<file path="config.mk">
export PLATFORM = sky130hd
export DESIGN_NAME = tmr_channel
export DESIGN_NICKNAME = d
export VERILOG_FILES = /design/src/rtl/timer_pkg.sv /design/src/rtl/tmr_gate_edge.sv /design/src/rtl/tmr_step.sv /design/src/rtl/tmr_channel.sv
export SDC_FILE = /design/constraint.sdc
export NUM_CORES = 1
export LEC_CHECK = 0
export ABC_AREA = 1
export BUFFER_PORTS_ARGS = -buffer_cell sky130_fd_sc_hd__buf_2
export CAP_MARGIN = 20
export CORE_UTILIZATION = 60
export CTS_CLUSTER_DIAMETER = 100
export DETAILED_ROUTE_END_ITERATION = 6
export GPL_ROUTABILITY_DRIVEN = 0
export HOLD_SLACK_MARGIN = 0.08
export PLACE_DENSITY = 0.78
export SYNTH_ARGS = -nofsm -noshare
export SYNTH_HDL_FRONTEND = slang
export SYNTH_SLANG_ARGS = --single-unit
</file>
<file path="constraint.sdc">
create_clock -name clk -period 4.7 [get_ports clk]
set_input_delay 0.47 -clock clk [delete_from_list [all_inputs] [get_ports clk]]
set_output_delay 0.47 -clock clk [all_outputs]
set_load 0.02 [all_outputs]
</file>
<file path="src/rtl/timer_pkg.sv">
package timer_pkg;

    localparam int CNT_W   = 16;
    localparam int DIGITS  = CNT_W / 4;
    localparam int SQ_STEPS = 2;

    typedef logic [CNT_W-1:0] cnt_t;

    typedef enum logic [2:0] {
        M_TCINT    = 3'd0,
        M_ONESHOT  = 3'd1,
        M_RATE     = 3'd2,
        M_SQUARE   = 3'd3,
        M_SWSTROBE = 3'd4,
        M_HWSTROBE = 3'd5
    } mode_e;

    typedef struct packed {
        cnt_t cnt;
        logic out;
        logic nullc;
    } chan_st_t;

    // codes 6 and 7 fold onto 2 and 3
    function automatic mode_e norm_mode(logic [2:0] code);
        if (code[2] && code[1])
            return mode_e'({1'b0, code[1:0]});
        return mode_e'(code);
    endfunction

    // one count step; 0 wraps to the largest value in either encoding
    function automatic cnt_t dec_count(cnt_t c, logic bcd);
        cnt_t r;
        logic borrow;
        if (!bcd)
            return c - cnt_t'(1);
        r = c;
        borrow = 1'b1;
        for (int i = 0; i < DIGITS; i++) begin
            if (borrow) begin
                if (r[i*4 +: 4] == 4'd0) begin
                    r[i*4 +: 4] = 4'd9;
                end else begin
                    r[i*4 +: 4] = r[i*4 +: 4] - 4'd1;
                    borrow = 1'b0;
                end
            end
        end
        return r;
    endfunction

    // whether a pending gate edge triggers a reload in this step
    function automatic logic edge_taken(mode_e m, logic nullc, logic edge_in);
        case (m)
            M_ONESHOT, M_HWSTROBE: return edge_in;
            M_RATE, M_SQUARE:      return edge_in & ~nullc;
            default:               return 1'b0;
        endcase
    endfunction

endpackage

</file>
<file path="src/rtl/tmr_gate_edge.sv">
module tmr_gate_edge (
    input  logic clk,
    input  logic rst,
    input  logic tick,
    input  logic gate,
    output logic rise
);
    logic gate_q;

    always_ff @(posedge clk) begin
        if (rst)
            gate_q <= 1'b0;
        else if (tick)
            gate_q <= gate;
    end

    assign rise = gate & ~gate_q;
endmodule

</file>
<file path="src/rtl/tmr_step.sv">
module tmr_step
    import timer_pkg::*;
(
    input  chan_st_t st_i,
    input  logic     gate_i,
    input  logic     edge_i,
    input  mode_e    mode_i,
    input  logic     bcd_i,
    input  cnt_t     reload_i,
    output chan_st_t st_o
);
    cnt_t nxt;
    logic tc;
    logic take;

    always_comb begin
        nxt  = dec_count(st_i.cnt, bcd_i);
        tc   = (nxt == '0);
        take = edge_taken(mode_i, st_i.nullc, edge_i);
        st_o = st_i;
        case (mode_i)
            M_TCINT: begin
                if (st_i.nullc) begin
                    st_o.cnt = reload_i; st_o.nullc = 1'b0; st_o.out = 1'b0;
                end else if (gate_i) begin
                    st_o.cnt = nxt;
                    if (tc) st_o.out = 1'b1;
                end
            end
            M_ONESHOT: begin
                if (take) begin
                    st_o.cnt = reload_i; st_o.nullc = 1'b0; st_o.out = 1'b0;
                end else if (!st_i.nullc) begin
                    st_o.cnt = nxt;
                    if (tc) st_o.out = 1'b1;
                end
            end
            M_RATE, M_SQUARE: begin
                if (mode_i == M_RATE) st_o.out = 1'b1;
                if (st_i.nullc) begin
                    st_o.cnt = reload_i; st_o.nullc = 1'b0;
                end else if (gate_i) begin
                    if (take) begin
                        st_o.cnt = reload_i;
                    end else if (tc) begin
                        st_o.cnt = reload_i;
                        st_o.out = (mode_i == M_RATE) ? 1'b0 : ~st_i.out;
                    end else begin
                        st_o.cnt = nxt;
                    end
                end
            end
            M_SWSTROBE: begin
                st_o.out = 1'b1;
                if (st_i.nullc) begin
                    st_o.cnt = reload_i; st_o.nullc = 1'b0;
                end else if (gate_i) begin
                    st_o.cnt = nxt;
                    if (tc) st_o.out = 1'b0;
                end
            end
            M_HWSTROBE: begin
                st_o.out = 1'b1;
                if (take) begin
                    st_o.cnt = reload_i; st_o.nullc = 1'b0;
                end else if (!st_i.nullc) begin
                    st_o.cnt = nxt;
                    if (tc) st_o.out = 1'b0;
                end
            end
            default: st_o = st_i;
        endcase
    end
endmodule

</file>
<file path="src/rtl/tmr_channel.sv">
module tmr_channel
    import timer_pkg::*;
(
    input  logic        clk,
    input  logic        rst,
    input  logic        tick,
    input  logic        gate,
    input  logic [2:0]  mode,
    input  logic        bcd,
    input  logic [15:0] reload,
    input  logic        load,
    output logic [15:0] count,
    output logic        out,
    output logic        null_cnt
);
    chan_st_t st;
    chan_st_t st_next;
    chan_st_t stage [0:SQ_STEPS];
    logic     edge_ch [SQ_STEPS];
    logic     armed;
    logic     bcd_q;
    mode_e    mode_q;
    cnt_t     reload_q;
    logic     rise;

    tmr_gate_edge u_edge (
        .clk  (clk),
        .rst  (rst),
        .tick (tick),
        .gate (gate),
        .rise (rise)
    );

    assign stage[0]   = st;
    assign edge_ch[0] = rise;

    for (genvar g = 0; g < SQ_STEPS; g++) begin : g_step
        tmr_step u_step (
            .st_i     (stage[g]),
            .gate_i   (gate),
            .edge_i   (edge_ch[g]),
            .mode_i   (mode_q),
            .bcd_i    (bcd_q),
            .reload_i (reload_q),
            .st_o     (stage[g+1])
        );
        if (g + 1 < SQ_STEPS) begin : g_chain
            assign edge_ch[g+1] = edge_ch[g] & ~edge_taken(mode_q, stage[g].nullc, edge_ch[g]);
        end
    end

    assign st_next = (mode_q == M_SQUARE) ? stage[SQ_STEPS] : stage[1];

    always_ff @(posedge clk) begin
        if (rst) begin
            st       <= '0;
            armed    <= 1'b0;
            mode_q   <= M_TCINT;
            bcd_q    <= 1'b0;
            reload_q <= '0;
        end else if (load) begin
            mode_q   <= norm_mode(mode);
            bcd_q    <= bcd;
            reload_q <= reload;
            armed    <= 1'b1;
            st.nullc <= 1'b1;
            st.out   <= (mode != 3'd0);
        end else if (tick && armed) begin
            st <= st_next;
        end
    end

    assign count    = st.cnt;
    assign out      = st.out;
    assign null_cnt = st.nullc;
endmodule

</file>
# After elaboration in Yosys (flattened, before gate mapping)

Cells that the tools add are included.

Flip-flop bits (word level): 40
Memories: 0
Output and inout bits: 18
Memory bits (read-only): 0
Word-level logic and storage cells: 140
Bits in latches: 0
Bits in writable memories: 0

Mux-type cells: 88
Divide/modulo/power cells: 0
Magnitude comparators: 0
$add $sub $neg: 10
Eq/ne operators: 5
Shift operators: 0
Reduce and logical (&&, ||, !) cells: 18
$mul: 0
Bitwise gates (word level): 11

Operators with widths:

| cell                                                                   | number |
|---|---|
| 17-bit 2-to-1 mux                                                      | 14 |
| 16-bit 2-to-1 mux                                                      | 12 |
| 18-bit one-hot mux with 5 select lines                                 | 2 |
| 4-bit 2-to-1 mux                                                       | 14 |
| 1-bit 2-to-1 mux                                                       | 39 |
| 16-bit logical NOT                                                     | 2 |
| 4-bit logical NOT                                                      | 8 |
| 16-bit by 1-bit subtractor with 16-bit output (second input constant)  | 2 |
| 4-bit by 1-bit subtractor with 4-bit output (second input constant)    | 8 |
| 18-bit 2-to-1 mux                                                      | 1 |
| 1-bit NOT                                                              | 7 |
| 3-bit by 2-bit equality test with 1-bit output (second input constant) | 2 |
| 3-bit equality test (second input constant)                            | 2 |
| 3-bit 2-to-1 mux                                                       | 2 |
| 1-bit bitwise AND                                                      | 4 |
| 2-bit 2-to-1 mux                                                       | 2 |
| 1-bit one-hot mux with 2 select lines                                  | 2 |
| 2-bit OR reduction                                                     | 2 |
| 3-bit by 1-bit equality test with 1-bit output (second input constant) | 1 |
| 3-bit logical NOT                                                      | 1 |
| 3-bit nonzero test                                                     | 1 |
| 1-bit logical AND                                                      | 2 |
| 2-bit AND reduction                                                    | 1 |
| 2-bit nonzero test                                                     | 1 |

# Logic depth before layout (Yosys ltp)

Depth in word-level cells: 33
Depth in mapped cells: 43

# Modules after synthesis

From an unflattened synthesis, not the netlist that was laid out.

Cell total of the unflattened synthesis: 1243
Area total of the unflattened synthesis: 6593.8 um2

Modules (own cells, without submodules):

| module                      | seq. area each (um2) | cells each | area each (um2) | times used |
|---|---|---|---|---|
| tmr_step (g_step[0].u_step) | 0.0                  | 499        | 2427.3          | 1 |
| tmr_step (g_step[1].u_step) | 0.0                  | 466        | 2264.7          | 1 |
| tmr_channel                 | 780.7                | 270        | 1853.0          | 1 |
| tmr_gate_edge               | 20.0                 | 8          | 48.8            | 1 |

# Least setup slack after synthesis

OpenSTA, ideal clock, no wires.

Path type: register -> register
From: reg st, in the netlist count[0]
To: reg st, in the netlist count[0]
Library setup time: 0.134 ns
Data arrival time: 4.070 ns
Setup slack: 0.497 ns
Stages on the path, launching flop included: 39
Path buffers: 2
Clock period less this slack: 4.203 ns
Cells stage by stage: dfxtp_1 -> inv_1 -> ha_1 -> nand3_2 -> nand2_2 -> nand3_1 -> xor2_2 -> nand3_1 -> nor2_1 -> nand2_2 -> nand2_4 -> buf_8 -> nand2_1 -> nand3_1 -> o21ai_1 -> nand2_1 -> nand3_2 -> inv_1 -> [... 3 more ...] -> inv_1 -> nand2_1 -> nand3_1 -> nand2_1 -> nand2_1 -> nand2_1 -> nand2_1 -> nor2_2 -> nand3_4 -> nand2_4 -> buf_8 -> inv_4 -> nand2_1 -> nand3_1 -> nand2_1 -> nand2_1 -> nand2_1 -> a21oi_1

Word-level cells in the longest chain between the ends: 31
Elaborated cells on any way between the ends: 68

Ends and longest elaborated chain:

| element                                | line              | source |
|---|---|---|
| start: declaration                     | tmr_channel.sv:16 | `chan_st_t st;` |
| start signal: assignment               | tmr_channel.sv:69 | `st <= st_next;` |
| 4-bit logical NOT                      | timer_pkg.sv:41   | `if (r[i*4 +: 4] == 4'd0) begin` |
| 1-bit 2-to-1 mux                       | timer_pkg.sv:41   |  |
| 1-bit 2-to-1 mux                       | timer_pkg.sv:37   | `r = c;` |
| 1-bit 2-to-1 mux                       | timer_pkg.sv:40   | `if (borrow) begin` |
| 1-bit 2-to-1 mux                       | timer_pkg.sv:37   |  |
| 1-bit 2-to-1 mux                       | timer_pkg.sv:40   |  |
| 1-bit 2-to-1 mux                       | timer_pkg.sv:37   |  |
| 4-bit 2-to-1 mux                       | timer_pkg.sv:40   |  |
| [... 15 more ...]                      | --                |  |
| 16-bit 2-to-1 mux                      | timer_pkg.sv:37   |  |
| 16-bit logical NOT                     | tmr_step.sv:18    | `tc = (nxt == '0);` |
| 16-bit 2-to-1 mux                      | tmr_step.sv:45    | `end else if (tc) begin` |
| 16-bit 2-to-1 mux                      | tmr_step.sv:43    | `if (take) begin` |
| 17-bit 2-to-1 mux                      | tmr_step.sv:42    | `end else if (gate_i) begin` |
| 16-bit 2-to-1 mux                      | tmr_step.sv:40    | `if (st_i.nullc) begin` |
| 18-bit one-hot mux with 5 select lines | tmr_step.sv:21    | `case (mode_i)` |
| 18-bit 2-to-1 mux (*)                  | tmr_channel.sv:52 | `assign st_next = (mode_q == M_SQUARE) ? stage[SQ_STEPS] : stage[1];` |

Mark *: on every way between the ends. The rest lies on a longest branch, timed or not. The select of a mux whose other input is x is not followed.
A chain may end at the register's enable or synchronous reset.

# Worst setup path in the final report

From: reg st, in the netlist count[8]
To: reg st, in the netlist count[8]

Word-level cells in the longest chain between the ends: 28
Elaborated cells on any way between the ends: 64

Ends and longest elaborated chain:

| element                                                                                | line |
|---|---|
| branches (longest 11 deep; another with 16-bit by 1-bit subtractor with 16-bit output) | -- |
| 18-bit one-hot mux with 5 select lines (*)                                             | tmr_step.sv:21 |
| 4-bit logical NOT                                                                      | timer_pkg.sv:41 |
| 1-bit 2-to-1 mux                                                                       | timer_pkg.sv:41 |
| 1-bit 2-to-1 mux                                                                       | timer_pkg.sv:37 |
| 1-bit 2-to-1 mux                                                                       | timer_pkg.sv:40 |
| 1-bit 2-to-1 mux                                                                       | timer_pkg.sv:37 |
| 1-bit 2-to-1 mux                                                                       | timer_pkg.sv:40 |
| [... 2 more ...]                                                                       | -- |
| 16-bit 2-to-1 mux                                                                      | timer_pkg.sv:37 |
| 16-bit logical NOT                                                                     | tmr_step.sv:18 |
| 16-bit 2-to-1 mux                                                                      | tmr_step.sv:45 |
| 16-bit 2-to-1 mux                                                                      | tmr_step.sv:43 |
| 17-bit 2-to-1 mux                                                                      | tmr_step.sv:42 |
| 16-bit 2-to-1 mux                                                                      | tmr_step.sv:40 |
| 18-bit one-hot mux with 5 select lines                                                 | tmr_step.sv:21 |
| 18-bit 2-to-1 mux (*)                                                                  | tmr_channel.sv:52 |

Every way passes the cells marked *. The select of a mux whose other input is x is not followed.

==> summary.txt <==
Run status
  – Status: finished with violations
  – Failing checks: DRC

Synthesis
  – Synth unique cells: 50
  – Net Count, Synth: approximately 1100
  – Mapped Cells: roughly 1100
  – Top FF cell, synth: dfxtp_1
  – Yosys reg bits: 40
  – Mapped Avg Cell Area: 5.35 sq um
  – Leading area contributor after synthesis: nand2_1
  – Top cells by area, synth: nand2_1 23%, dfxtp_1 13%, nand3_1 8.2%
  – Number of synthesis warnings: 0
  – Post-synth top area share: about a quarter
  – Register area share after synthesis: 13.4%
  – EDFF count, synth: 0
  – Mapped Area: ~0.006 sq mm
  – Async set-or-reset flop fraction in the synthesized netlist: 0%

Critical path
  – CP peak stage delay: approximately 0.40 ns
  – Worst r2r src: count[8]
  – CP endpoint kind: register
  – Slowest CP cell: dfxtp_2
  – Setup crit start kind: register
  – Worst r2r dst: count[8]
  – Worst Path Arrival: roughly 4.7 ns
  – Most frequent CP cell: nand2_1
  – Setup CP Type: register to register
  – Crit path max fanout: 14
  – Reg2Reg Setup Slack: around 0.14 ns
  – Worst reg2reg path depth: 38
  – Required @ worst endpoint: roughly 4.9 ns

Cells and area
  – Commonest non-fill, non-tap cell in the layout: nand2_1
  – Area growth syn-to-layout: 13.7%
  – Ant. Diodes: 0
  – Util after Layout: a little over two thirds
  – Final instance area: ~0.0068 sq mm
  – Layout cell share with drive strength beyond 1: a little under a fifth
  – Layout Nets: between 1000 and 1500
  – Commonest non-fill, non-tap cells in the layout: 366 x nand2_1, 109 x inv_1, 96 x nor2_1, 96 x nand3_1, 81 x o21ai_0

STA
  – Final setup margin: between 0.1 and 0.15 ns
  – Final period utilization: 97.0%
  – Final min period: between 4 and 5 ns
  – Clock skew: between 0.01 and 0.015 ns
  – Max-slew violations: 0
  – Final setup fails: 0
  – Fin. Hold Viols: 0
  – Relative slew slack: a little over a third
  – Max Freq: around 220 MHz
  – RSZ-0062 raised after global routing: yes
  – Worst-Margin Slew: 0.971 ns

Floorplanning
  – Core area: between 0.009 and 0.01 sq mm
  – Die height: between 100 and 150 microns
  – Top Ports: between 40 and 50
  – # rows: 36
  – Die footprint: between 0.01 and 0.015 sq mm
  – Initial Util: between 60% and 70%
  – Die W: 102 microns

Clocking
  – CTS root buf: clkbuf_8
  – CTS max path bufs: 2
  – CTS Sinks: 40
  – Worst-path clk slew: 0.09 ns
  – CTS tree: done
  – # H-tree levels: 2
  – Skew-Pair Late Insertion Delay: ~0.32 ns
  – CTS Buf Count: 5

GRT
  – Antenna violations before repair: 0
  – Vias in the first global route: 6917
  – First-pass GRT wire length: 35.9 mm
  – Gr ovfl total: 0
  – Largest net degree at the start of global routing: 33
  – GRT Util Overall: between 40% and 50%

Power
  – NetSw: between 900 and 1000 uW
  – VDD IR max: around 150 uV
  – Clock power frac: 14.6%
  – Flop pwr share: 21.9%
  – Comb pwr share: between 60% and 70%
  – Sw Ratio: 51.9%
  – Pwr dens: 262 mW/mm^2
  – Internal power: approximately 850 uW
  – Pleak: about 0.0034 uW

Routing
  – Antenna Nets Post-Route: 0
  – DRT iter0 DRCs: between 1000 and 1500
  – Post-detailed-route wirelength per cell: between 15 and 20 microns
  – Final WL: approximately 23 mm
  – DRT Pass-1 Iters: 7
  – Vias: slightly above 8000
  – Via density: just over 6
  – Remaining DRCs: 1

Placed design
  – Dpl hpwl: roughly 17 mm
  – Post-place setup slack: ~0.017 ns
  – Placed cell area: ~0.0065 sq mm
  – Port Buffers: 42

Flow run
  – Max Cap Viol: 0

Hold path
  – Hold path start: reload[14]
  – Hold WC Path Type: primary input to register
  – Worst Hold End: reload_q[14]
  – Hold depth: 3
==> timing repair <==
item                                    4_1_cts  5_1_grt
hold buffers                                  0        0
pin swaps                                     0       14
endpoints found under the setup margin        4       17
gates resized for setup                       1       47
hold endpoints to repair                      0        0
buffers inserted                              0        5
==> cell type report <==
type,count,area [sq um]
timing repair buffer,99,638
inverter,124,468
clock buffer,7,86.3
clock inverter,1,7.51
multi-input combinational,898,4610
fill,923,2900
tap,133,166
sequential,40,811
==> cell families after synthesis <==
kind of cell               count (synthesis)  share of synthesized area, %
and+or+nand+nor                          657                          50.0
AOI/OAI and AO/OA                        227                          21.9
buffers and inverters                    176                          12.1
DFF                                       40                          13.4
xor gates and xnor gates                   7                          1.15
adders and majority gates                  7                          1.47
==> registers in the layout, indices dropped and copies added (netlist names) <==
name / count
armed: 1
bcd_q: 1
count: 16
mode_q: 3
null_cnt: 1
out: 1
reload_q: 16
u_edge.gate_q: 1
==> Yosys cell counts, types with 2 or more instances <==
cell and n:
nand3_2 10, a31oi_1 11, inv_2 9, o32ai_1 4, nor2_2 9, a221oi_1 9
nand2_2 20, nand2_1 372, nand3b_1 2, ha_1 7, buf_1 3, nor2_1 102
clkbuf_1 30, buf_8 2, dfxtp_1 40, a21oi_2 8, o21bai_1 2, nand2_4 5
o21ai_0 81, o211ai_1 5, nor2_4 10, inv_1 113, nand3_1 98, nand3_4 3
a21o_1 2, nor3_1 10, nand4_1 10, xor2_1 5, nor2_8 2, a211oi_1 4
a21oi_1 61, buf_6 2, buf_2 15, o22ai_1 14, o21ai_1 19
==> per-layer routing <==
layer	part of all wire [%]	vias to the layer above	global-route usage, %
met3	14	162	10.1
met5	0	-	0
met4	7.4	0	27.9
met2	41	675	67.1
met1	37	3515	60.0
li1	-	3754	-
==> worst max-delay path, delay by kind of cell, from the launching register on <==
kind | cells | cell delay [ns]
flip-flops | 1 | 0.40
adder cells (fa/ha/maj) | 1 | 0.20
AND/OR/NAND/NOR | 28 | 2.76
buffers and inverters | 7 | 0.76
AO/OA/AOI/OAI | 2 | 0.26
==> power by group through the flow <==
stage	Clock, uW	Combinational, uW	Sequential, uW
floorplan	0	758	389
global placement	0	1030	393
detailed placement	0	1040	394
CTS	260	1050	386
global route	277	1230	390
finish	259	1130	389
==> worst max path at each step <==
| stage | startpoint | to | slack [ns] | cells after the start |
|---|---|---|---|---|
| final | count[8] | count[8] | 0.14 | 38 |
| after global routing | count[8] | count[14] | -0.09 | 39 |
| after CTS | count[2] | count[9] | 0.02 | 36 |
| after detailed placement | count[2] | count[9] | 0.02 | 36 |
| after global placement | count[2] | count[12] | 0.09 | 37 |
| after floorplan | count[0] | count[0] | 0.50 | 38 |
==> stage by stage <==
step / TNS (ns) / cells / hold slack (ns) / total power [uW]
3_3_place_gp: 0 / 1289 / 0.476 / 1430
5_1_grt: -0.499 / 1302 / 0.398 / 1900
4_1_cts: 0 / 1297 / 0.383 / 1690
2_1_floorplan: 0 / 1114 / 0.436 / 1150
3_5_place_dp: 0 / 1289 / 0.489 / 1440
6_report: 0 / 1302 / 0.376 / 1770
(Power assumes the default switching activity.)
